### src/rtl/stby_pkg.sv
package stby_pkg;

    // Mode code: bit 1 is the stop request, bit 0 is the halt request
    typedef enum logic [1:0] {
        M_RUN  = 2'b00,
        M_HALT = 2'b01,
        M_STOP = 2'b10,
        M_IDLE = 2'b11
    } stby_mode_e;

endpackage

### src/rtl/stby_req_decode.sv
module stby_req_decode
    import stby_pkg::*;
#(
    parameter int CTRL_W  = 8,
    parameter int STP_BIT = 1,
    parameter int HLT_BIT = 0
) (
    input  logic              wr_en,
    input  logic [CTRL_W-1:0] wr_data,
    output logic              req_valid,
    output stby_mode_e        req_mode
);

    // Only the two request bits matter; the rest of the byte is ignored
    logic unused_bits;
    assign unused_bits = ^wr_data;

    assign req_valid = wr_en;

    always_comb begin
        req_mode = stby_mode_e'({wr_data[STP_BIT], wr_data[HLT_BIT]});
    end

endmodule

### src/rtl/stby_fsm.sv
module stby_fsm
    import stby_pkg::*;
(
    input  logic       clk_osc,
    input  logic       rst_n,
    input  logic       req_valid,
    input  stby_mode_e req_mode,
    input  logic       irq_pend,
    output stby_mode_e state_q
);

    stby_mode_e state_d;

    // State register
    always_ff @(posedge clk_osc or negedge rst_n) begin
        if (!rst_n) begin
            state_q <= M_RUN;
        end else begin
            state_q <= state_d;
        end
    end

    // Next-state logic
    always_comb begin
        state_d = state_q;
        unique case (state_q)
            M_RUN: begin
                if (req_valid) begin
                    // REFUSE: a pending release keeps the CPU clock running
                    if (req_mode != M_RUN && irq_pend) begin
                        state_d = M_RUN;
                    end else begin
                        state_d = req_mode; // RUN_TO_MODE
                    end
                end
            end
            M_HALT, M_STOP, M_IDLE: begin
                // WAKE on a pending request; writes are ignored here
                if (irq_pend) begin
                    state_d = M_RUN;
                end
            end
            default: state_d = M_RUN;
        endcase
    end

endmodule

### src/rtl/stby_clk_policy.sv
module stby_clk_policy
    import stby_pkg::*;
#(
    parameter int NUM_EXTINT = 3,
    parameter int NUM_SER    = 2
) (
    input  stby_mode_e            state_q,
    input  logic                  pwm_ext_sel,
    output logic                  osc_en,
    output logic                  cpu_clk_en,
    output logic                  wdt_clk_en,
    output logic                  wdt_clr,
    output logic                  watch_clk_en,
    output logic [NUM_EXTINT-1:0] extint_en,
    output logic                  pwm_clk_en,
    output logic                  tmr16_clk_en,
    output logic                  adc_clk_en,
    output logic [NUM_SER-1:0]    ser_clk_en,
    output logic                  rx_gate
);

    localparam logic [NUM_EXTINT-1:0] EXT_ALL = {NUM_EXTINT{1'b1}};
    localparam logic [NUM_SER-1:0]    SER_ALL = {NUM_SER{1'b1}};

    always_comb begin
        osc_en       = 1'b1;
        cpu_clk_en   = 1'b1;
        wdt_clk_en   = 1'b1;
        wdt_clr      = 1'b0;
        watch_clk_en = 1'b1;
        extint_en    = EXT_ALL;
        pwm_clk_en   = 1'b1;
        tmr16_clk_en = 1'b1;
        adc_clk_en   = 1'b1;
        ser_clk_en   = SER_ALL;
        rx_gate      = 1'b0;
        unique case (state_q)
            M_RUN, M_HALT, M_STOP: begin
                // run-mode clock policy; other standby states are not modelled
            end
            M_IDLE: begin
                cpu_clk_en   = 1'b0;
                wdt_clk_en   = 1'b0;
                wdt_clr      = 1'b1;
                pwm_clk_en   = pwm_ext_sel;
                tmr16_clk_en = 1'b0;
                adc_clk_en   = 1'b0;
                ser_clk_en   = '0;
                rx_gate      = 1'b1;
            end
            default: begin
            end
        endcase
    end

endmodule

### src/rtl/stby_rx_gate.sv
module stby_rx_gate #(
    parameter int NUM_SER = 2
) (
    input  logic               rx_gate,
    input  logic [NUM_SER-1:0] ser_rx_i,
    output logic [NUM_SER-1:0] ser_rx_o
);

    for (genvar g = 0; g < NUM_SER; g++) begin : g_ch
        assign ser_rx_o[g] = rx_gate ? 1'b0 : ser_rx_i[g];
    end

endmodule

### src/rtl/stby_ctl.sv
module stby_ctl
    import stby_pkg::*;
#(
    parameter int CTRL_W     = 8,
    parameter int STP_BIT    = 1,
    parameter int HLT_BIT    = 0,
    parameter int NUM_EXTINT = 3,
    parameter int NUM_SER    = 2
) (
    input  logic                  clk_osc,
    input  logic                  rst_n,
    input  logic                  wr_en,
    input  logic [CTRL_W-1:0]     wr_data,
    input  logic                  irq_pend,
    input  logic                  pwm_ext_sel,
    input  logic [NUM_SER-1:0]    ser_rx_i,
    output logic [1:0]            mode_o,
    output logic                  osc_en,
    output logic                  cpu_clk_en,
    output logic                  wdt_clk_en,
    output logic                  wdt_clr,
    output logic                  watch_clk_en,
    output logic [NUM_EXTINT-1:0] extint_en,
    output logic                  pwm_clk_en,
    output logic                  tmr16_clk_en,
    output logic                  adc_clk_en,
    output logic [NUM_SER-1:0]    ser_clk_en,
    output logic [NUM_SER-1:0]    ser_rx_o
);

    logic       req_valid;
    stby_mode_e req_mode;
    stby_mode_e state_q;
    logic       rx_gate;

    stby_req_decode #(
        .CTRL_W (CTRL_W),
        .STP_BIT(STP_BIT),
        .HLT_BIT(HLT_BIT)
    ) u_dec (
        .wr_en    (wr_en),
        .wr_data  (wr_data),
        .req_valid(req_valid),
        .req_mode (req_mode)
    );

    stby_fsm u_fsm (
        .clk_osc  (clk_osc),
        .rst_n    (rst_n),
        .req_valid(req_valid),
        .req_mode (req_mode),
        .irq_pend (irq_pend),
        .state_q  (state_q)
    );

    stby_clk_policy #(
        .NUM_EXTINT(NUM_EXTINT),
        .NUM_SER   (NUM_SER)
    ) u_pol (
        .state_q     (state_q),
        .pwm_ext_sel (pwm_ext_sel),
        .osc_en      (osc_en),
        .cpu_clk_en  (cpu_clk_en),
        .wdt_clk_en  (wdt_clk_en),
        .wdt_clr     (wdt_clr),
        .watch_clk_en(watch_clk_en),
        .extint_en   (extint_en),
        .pwm_clk_en  (pwm_clk_en),
        .tmr16_clk_en(tmr16_clk_en),
        .adc_clk_en  (adc_clk_en),
        .ser_clk_en  (ser_clk_en),
        .rx_gate     (rx_gate)
    );

    stby_rx_gate #(
        .NUM_SER(NUM_SER)
    ) u_rx (
        .rx_gate (rx_gate),
        .ser_rx_i(ser_rx_i),
        .ser_rx_o(ser_rx_o)
    );

    assign mode_o = state_q;

endmodule

### config.mk
export PLATFORM = sky130hd
export DESIGN_NAME = stby_ctl
export DESIGN_NICKNAME = d
export VERILOG_FILES = /design/src/rtl/stby_pkg.sv /design/src/rtl/stby_req_decode.sv /design/src/rtl/stby_fsm.sv /design/src/rtl/stby_clk_policy.sv /design/src/rtl/stby_rx_gate.sv /design/src/rtl/stby_ctl.sv
export SDC_FILE = /design/constraint.sdc
export NUM_CORES = 1
export LEC_CHECK = 0
export ABC_AREA = 1
export CORE_AREA = 2 2 39 41
export CTS_CLUSTER_DIAMETER = 80
export DETAILED_ROUTE_END_ITERATION = 8
export DIE_AREA = 0 0 41 43
export DONT_BUFFER_PORTS = 1
export PLACE_DENSITY_LB_ADDON = 0.15
export SLEW_MARGIN = 20
export SYNTH_ARGS = -nofsm -noshare
export SYNTH_HDL_FRONTEND = slang
export SYNTH_SLANG_ARGS = --single-unit
### constraint.sdc
create_clock -name clk_osc -period 1.2 [get_ports clk_osc]
set_input_delay 0 -clock clk_osc [delete_from_list [all_inputs] [get_ports clk_osc]]
set_output_delay 0 -clock clk_osc [all_outputs]
set_load 0.005 [all_outputs]
==> results of run 1 <==
-- final timing paths --
kind / start / to / slack [ns]
worst min register to register: u_fsm.state_q[0] / u_fsm.state_q[0] / 0.62
worst max register to register: u_fsm.state_q[0] / u_fsm.state_q[1] / 0.40
worst min-delay path: ser_rx_i[1] / ser_rx_o[1] / 0.07
max in group asynchronous: rst_n / u_fsm.state_q[0] / 0.54
min in group asynchronous: rst_n / u_fsm.state_q[1] / 0.53
worst max-delay path: u_fsm.state_q[1] / ser_rx_o[0] / 0.17
-- layer usage --
| metal | track usage (%) | vias up | share of wire [%] |
|---|---|---|---|
| met2 | 8.44 | 19 | 61 |
| li1 | - | 68 | - |
| met1 | 3.54 | 58 | 26 |
| met4 | 10.0 | 0 | 0 |
| met3 | 3.66 | 0 | 13 |
| met5 | 0 | - | 0 |
-- stage by stage --
stage	utilization, %	hold WS [ns]
after detailed placement	10.7	-0.296
after global routing	17.0	0.106
after CTS	16.6	0.0750
final	17.0	0.0747
after floorplan	-	-0.296
after global placement	10.7	-0.296
-- worst max-delay path, delay by kind of cell (launching register included) --
kind / cells / cell delay, ns
buffers and inverters: 1 / 0.09
DFF: 1 / 0.42
and+or+nand+nor: 2 / 0.28
-- cells in the mapped netlist --
master   count
inv_1        5
nand3_1      2
conb_1       1
or2_1        1
nand2_2      1
dfrtp_1      2
buf_4       10
a21oi_1      2
nor2_1       2
-- layout by cell type (no fill, tap or decap) --
cell,netlist,routed
dlygate4sd3_1,0,6
clkbuf_4,0,3
dfrtp_1,2,2
nand2_4,0,1
nand3_1,2,2
nor2_1,2,2
inv_1,5,5
or2_1,1,1
conb_1,1,5
a21oi_1,2,2
-- layout make-up --
type / count / area (um^2)
Timing Repair Buffer: 6 / 60.1
Sequential cell: 2 / 50.0
Tap cell: 16 / 20.0
Multi-Input combinational cell: 13 / 63.8
Fill cell: 151 / 1150
Clock buffer: 3 / 22.5
Inverter: 5 / 18.8
-- where the power goes --
part	internal (uW)	leakage (uW)	switching, uW	total, uW
sequential	72.6	0.0000265	7.12	79.7
clock	111	0.0000138	45.5	157
combinational	19.1	0.0000888	18.8	37.9
total	203	0.000129	71.4	274
-- kinds of logic after synthesis --
kind of cell	after synthesis
other	1
AND/OR/NAND/NOR	6
flip-flops	2
AO/OA/AOI/OAI	2
buffers and inverters	15
-- repair_timing --
item	4_1_cts	5_1_grt
endpoints found under the hold margin	4	0
gates resized for setup	0	1
hold buffers	6	0
endpoints found under the setup margin	0	3
==> results.cfg, run 1 <==
[logic_synthesis]
synth_top_area_share_pct = 40.0
synth-compound-area-share_pct = 5.33
ys_ff_latch = 2
synth_fa_ha_area_share_pct = 0
synth.avg_cell_area_um2 = 7.22
ys_warn_count = 0
synthMuxAreaShare_pct = 0
netlist_top_cells_area = buf_4 40%, dfrtp_1 27%, inv_1 10%, a21oi_1 5.3%, nand3_1 5.3%
synth-seq-area-share_pct = 26.7
synth_top_family_by_area = buffers and inverters
syn_area_um2 = 188
synth_cells = 26
yosys.area_share.simple_pct = 16.0
synthDistinctLibCells = 9
synth.largest_area_cell = buf_4
yosys.area_share.xor_xnor_pct = 0

[die]
rows = 14
dieHeight_um = 43
initial_core_util_pct = 13.6
die_w_um = 41
dieArea_mm2 = 0.00176
num_io_pins = 32
coreArea_mm2 = 0.00138

[placed_design]
dp_hpwl_um = 244
dp_slack_ns = 0.331
port_buffers = 0
postPlaceCellArea_um2 = 148
placed_cells = 36
place_congestion = 0.543

[clocking]
tritoncts = done
cts_num_sinks = 2
cts_root_buf = clkbuf_4
clock_latency_ns = 0.23
htree_num_levels = 1
cts_setup_buffers = 0
cts_made_buffers = 3
cts.path.max_buffers = 2
path_clk_slew_ns = 0.03

[sta]
fin_worst_skew_ns = 0.00439
hold_viol_final = 0
fmax_mhz = 972
min_period_ns = 1.03
drv_slew = 0
rsz0062_at_grt = no
tns_ns = 0
period_share_pct = 85.7
setup-violations-final = 0
worst_slack_ns = 0.171

[critical_path]
cp-start-kind = flip-flop
crit_chain = nand2_4, inv_1, nor2_1
critical_path_class = reg -> out
reg2reg_depth = 3
cpPeakStageDelay_ns = 0.42
cpMaxStageDelayCell = dfrtp_1
arrival_ns = 1.03
end_kind = output pin
cp_max_fo = 8
required_ns = 1.20

[cells_and_area]
diodes = 0
regMostFlops = u_fsm.state_q
final_nets = 46
final_cells = 45
largest_register_ffs = 2
drive_gt1_share_pct = 13.8
syn_to_final_growth_pct = 25.3
largestRegisters = u_fsm.state_q x2
final_area_um2 = 235

[hold_path]
min_path_cells = 2
holdCritPathClass = in -> out

[routing]
drt_iter0_markers = 2
drc = 0
routed_via_density = 3.22
wl_per_cell_um = 9.02
routed_wl_um = 406
vias = 145
first_pass_iters = 2
drtAntennaViolNets = 0

[global_route]
grt_pass1_wl_um = 552
grt_max_degree = 9
antenna_found_initial = 0
grt_use_total_pct = 6.02
gr-total-overflow = 0
grt_pass1_vias = 137

[run]
maxCapViolations = 0

[pwr]
p_total_uw = 274
p_leak_uw = 0.000129
vdd_drop_max_v = 0.000433
p_per_area_mw_per_mm2 = 1170

[outcome]
run_status = complete, no violations
No activity file was read; power rests on OpenSTA's default activity.
==> inputs of run 2 (changes only) <==
- CTS_BUF_LIST: unset -> sky130_fd_sc_hd__clkbuf_2
- SLEW_MARGIN: 20 -> unset
==> run 2 against run 1 <==
Worst setup slack gained 0.028 ns. Clock-buffer cell count did not move. Combinational power is 7.1% lower. First-iteration DRC count did not move. Critical endpoint unchanged. Largest cell class unchanged. Highest routed layer unchanged.
==> results.cfg, run 2 (synthesis gave the netlist of run 1 again) <==
[outcome]
run_status = complete, no violations

[die]
num_io_pins = 32
initial_core_util_pct = 13.6
dieHeight_um = 43
rows = 14
coreArea_mm2 = 0.00138
die_w_um = 41
dieArea_mm2 = 0.00176

[clocking]
cts.path.max_buffers = 2
cts_num_sinks = 2
clock_latency_ns = 0.20
cts_root_buf = clkbuf_2
htree_num_levels = 1
cts_setup_buffers = 0
cts_made_buffers = 3
tritoncts = done
path_clk_slew_ns = 0.04

[cells_and_area]
final_area_um2 = 218
largestRegisters = u_fsm.state_q x2
regMostFlops = u_fsm.state_q
final_cells = 44
syn_to_final_growth_pct = 16.0
fillers = 152
drive_gt1_share_pct = 14.3
final_nets = 45
final_cell_mix = 5 x inv_1, 5 x conb_1, 5 x dlygate4sd3_1
largest_register_ffs = 2
diodes = 0

[sta]
setup-violations-final = 0
hold_viol_final = 0
period_share_pct = 83.4
rsz0062_at_grt = no
drv_slew = 0
tns_ns = 0
fin_worst_skew_ns = 0.00691
fmax_mhz = 999
min_period_ns = 1.00

[critical_path]
critPathLaunch = u_fsm.state_q[1]
critical_path_class = reg -> out
r2r_start = u_fsm.state_q[0]
cp-start-kind = flip-flop
required_ns = 1.20
arrival_ns = 1.00
cp_max_fo = 8
end_kind = output pin

[global_route]
gr-total-overflow = 0
grt_max_degree = 9
antenna_found_initial = 0
grt_pass1_vias = 143
grt_use_total_pct = 6.22
grt_pass1_wl_um = 572

[routing]
drtAntennaViolNets = 0
wl_per_cell_um = 9.18
routed_via_density = 3.34
drc = 0
drt_iter0_markers = 2
routed_wl_um = 404
vias = 147
first_pass_iters = 3

[pwr]
vdd_drop_max_v = 0.000385
p_leak_uw = 0.000124
p_per_area_mw_per_mm2 = 1040

[placed_design]
postPlaceCellArea_um2 = 148
port_buffers = 0
dp_hpwl_um = 244
place_congestion = 0.543
placed_cells = 36

[hold_path]
holdCritPathClass = in -> async

[run]
maxCapViolations = 0
-- run 2: area by class of cell --
cell class / instances / area (um^2) / area share, %
Inverter: 5 / 18.8 / 8.62
Sequential cell: 2 / 50.0 / 23.0
Tap cell: 16 / 20.0 / 9.20
Timing Repair Buffer: 5 / 50.0 / 23.0
Multi-Input combinational cell: 13 / 63.8 / 29.3
Clock buffer: 3 / 15.0 / 6.90
-- run 2: final timing paths --
path,cells past startpoint,slack [ns],endpoint
worst max-delay path,3,0.20,ser_rx_o[0]
worst min-delay path,1,0.03,u_fsm.state_q[1]
worst max register to register,3,0.41,u_fsm.state_q[1]
worst min register to register,2,0.62,u_fsm.state_q[0]
max in group asynchronous,1,1.04,u_fsm.state_q[0]
min in group clk_osc,2,0.07,ser_rx_o[1]
-- run 2: worst max-delay path, stage by stage, from the launching register on --
cell	delay, ns
dfrtp_1	0.43
nand2_4	0.15
inv_1	0.09
nor2_1	0.13
-- run 2: metrics by stage --
| stage | utilization [%] | setup slack (ns) | hold WS [ns] | total power, uW |
|---|---|---|---|---|
| finish | 15.7 | 0.199 | 0.0313 | 228 |
| floorplan | - | 0.479 | -0.296 | 113 |
| global placement | 10.7 | 0.331 | -0.296 | 98.2 |
| CTS | 15.4 | 0.106 | 0.0160 | 230 |
| global route | 15.7 | 0.0445 | 0.00657 | 256 |
| detailed placement | 10.7 | 0.331 | -0.296 | 98.6 |
-- run 2: timing repair --
action	in CTS	in global routing
endpoints found under the setup margin	0	2
endpoints found under the hold margin	4	0
hold buffers	5	0
gates resized for setup	0	1
-- run 2: report_power, final --
| part | leakage, uW | total (uW) | switching [uW] | internal [uW] |
|---|---|---|---|---|
| Clock | 0.0000125 | 113 | 45.6 | 66.9 |
| Combinational | 0.0000847 | 35.2 | 18.2 | 17.0 |
| Sequential | 0.0000265 | 79.7 | 7.20 | 72.5 |
-- run 2: per-layer routing --
| metal | vias up | track usage (%) | share of wire [%] |
|---|---|---|---|
| met5 | - | 0 | 0 |
| met4 | 0 | 10.0 | 0 |
| met3 | 0 | 3.66 | 14 |
| met2 | 19 | 9.06 | 60 |
| met1 | 63 | 3.54 | 26 |
| li1 | 65 | - | - |
==> inputs of run 3 (changes only) <==
- clock period: 1.2 -> 0.9 ns (I/O delays scaled with it)
==> run 3 against run 2 <==
Worst setup slack lost 0.19 ns. Global-route usage is 1.1 points lower. Power up 31%. Critical endpoint is now pwm_clk_en. Sequential power up 30%. Highest routed layer unchanged. Via count up 2.0%.
==> results.cfg, run 3 (synthesis gave the netlist of run 1 again) <==
[clocking]
cts_made_buffers = 3
cts_num_sinks = 2
clock_latency_ns = 0.19
htree_num_levels = 1
cts.path.max_buffers = 2
path_clk_slew_ns = 0.03
cts_root_buf = clkbuf_2
tritoncts = done
cts_setup_buffers = 0

[global_route]
antenna_found_initial = 0
grt_pass1_wl_um = 531
grt_use_total_pct = 5.13
gr-total-overflow = 0
grt_pass1_vias = 160
grt_max_degree = 7

[die]
num_io_pins = 32
rows = 14
initial_core_util_pct = 13.6
die_w_um = 41
dieHeight_um = 43
coreArea_mm2 = 0.00138
dieArea_mm2 = 0.00176

[critical_path]
cp-start-kind = flip-flop
critPathLaunch = u_fsm.state_q[0]
crit_path_end = pwm_clk_en
cp_max_fo = 3
end_kind = output pin
required_ns = 0.90
reg2reg_slack_ns = 0.13
r2r_end = u_fsm.state_q[1]
r2r_start = u_fsm.state_q[0]
critical_path_class = reg -> out
reg2reg_depth = 3
arrival_ns = 0.89

[routing]
drtAntennaViolNets = 0
routed_wl_um = 380
drc = 0
first_pass_iters = 2
wl_per_cell_um = 8.26
drt_iter0_markers = 5
vias = 150
routed_via_density = 3.26

[pwr]
p_per_area_mw_per_mm2 = 1260
p_int_uw = 213
switchingPower_uw = 86.0
p_comb_share_pct = 18.4
vdd_drop_max_v = 0.000454
clock_power_share_pct = 46.7
p_leak_uw = 0.000121
seqPwrFrac_pct = 34.9
switching_share_pct = 28.8

[sta]
fmax_mhz = 1120
worst_slack_ns = 0.00564
fin_worst_skew_ns = 0.00482
rsz0062_at_grt = yes
drv_slew = 0
hold_viol_final = 0
tns_ns = 0
min_period_ns = 0.894
whs_ns = 0.0424
setup-violations-final = 0
period_share_pct = 99.4

[cells_and_area]
largest_register_ffs = 2
drive_gt1_share_pct = 30.0
final_cells = 46
largestRegisters = u_fsm.state_q x2
final-seq-area_um2 = 50.0
fillers = 162
regMostFlops = u_fsm.state_q
multiInputGateArea_um2 = 68.8
final_area_um2 = 238
final_cell_mix = 5 x conb_1, 5 x dlygate4sd3_1, 4 x inv_1
final_nets = 47
syn_to_final_growth_pct = 26.7
diodes = 0

[run]
maxCapViolations = 0

[hold_path]
holdCritPathClass = in -> async

[placed_design]
place_congestion = 0.548
placed_cells = 38
dp_slack_ns = 0.138
port_buffers = 0
postPlaceCellArea_um2 = 163
dp_hpwl_um = 284

[outcome]
run_status = complete, no violations
-- run 3: changes by cell type in the layout (fill, tap and decap cells not counted), sizes merged --
| cell | previous run | this run |
|---|---|---|
| buf | 0 | 2 |
-- run 3: worst min-delay path by stage --
stage,start,end,slack (ns),cells after the start
floorplan,rst_n,u_fsm.state_q[0],-0.30,0
global placement,rst_n,u_fsm.state_q[0],-0.30,0
detailed placement,rst_n,u_fsm.state_q[1],-0.30,0
CTS,rst_n,u_fsm.state_q[0],0.03,1
global route,rst_n,u_fsm.state_q[0],0.02,1
finish,rst_n,u_fsm.state_q[0],0.04,1
-- run 3: power groups by stage --
stage          Combinational (uW)  Clock (uW)  Sequential [uW]
2_1_floorplan                46.5           0              104
3_3_place_gp                 28.8           0              105
3_5_place_dp                 29.9           0              106
4_1_cts                      48.9         149              104
5_1_grt                      63.9         160              106
6_report                     55.0         140              104
-- run 3: critical path, cell delays in order (launching register included) --
cell	delay, ns
dfrtp_1	0.39
nand2_2	0.09
or2_1	0.23
-- run 3: stage by stage --
step,total power [uW],util [%]
after global routing,329,17.2
after global placement,134,11.8
after floorplan,150,-
final,299,17.2
after detailed placement,135,11.8
after CTS,303,16.5
-- run 3: routing by layer --
layer	track usage (%)	part of all wire, %
met3	4.19	18
met4	6.00	0
met5	0	0
met1	2.90	29
met2	7.81	53
-- run 3: what timing repair did --
action                                 CTS  global route
setup endpoints to repair                4            10
pin swaps                                1             0
hold buffers                             5             0
resized for setup                        0             4
endpoints found under the hold margin    4             0
-- run 3: final cells by class --
class / instances / share of cell area, %
multi-input cells: 13 / 28.9
repair buffers: 7 / 27.4
flip-flops and latches: 2 / 21.1
well taps: 16 / 8.42
inverters: 5 / 7.89
clock buffers: 3 / 6.32
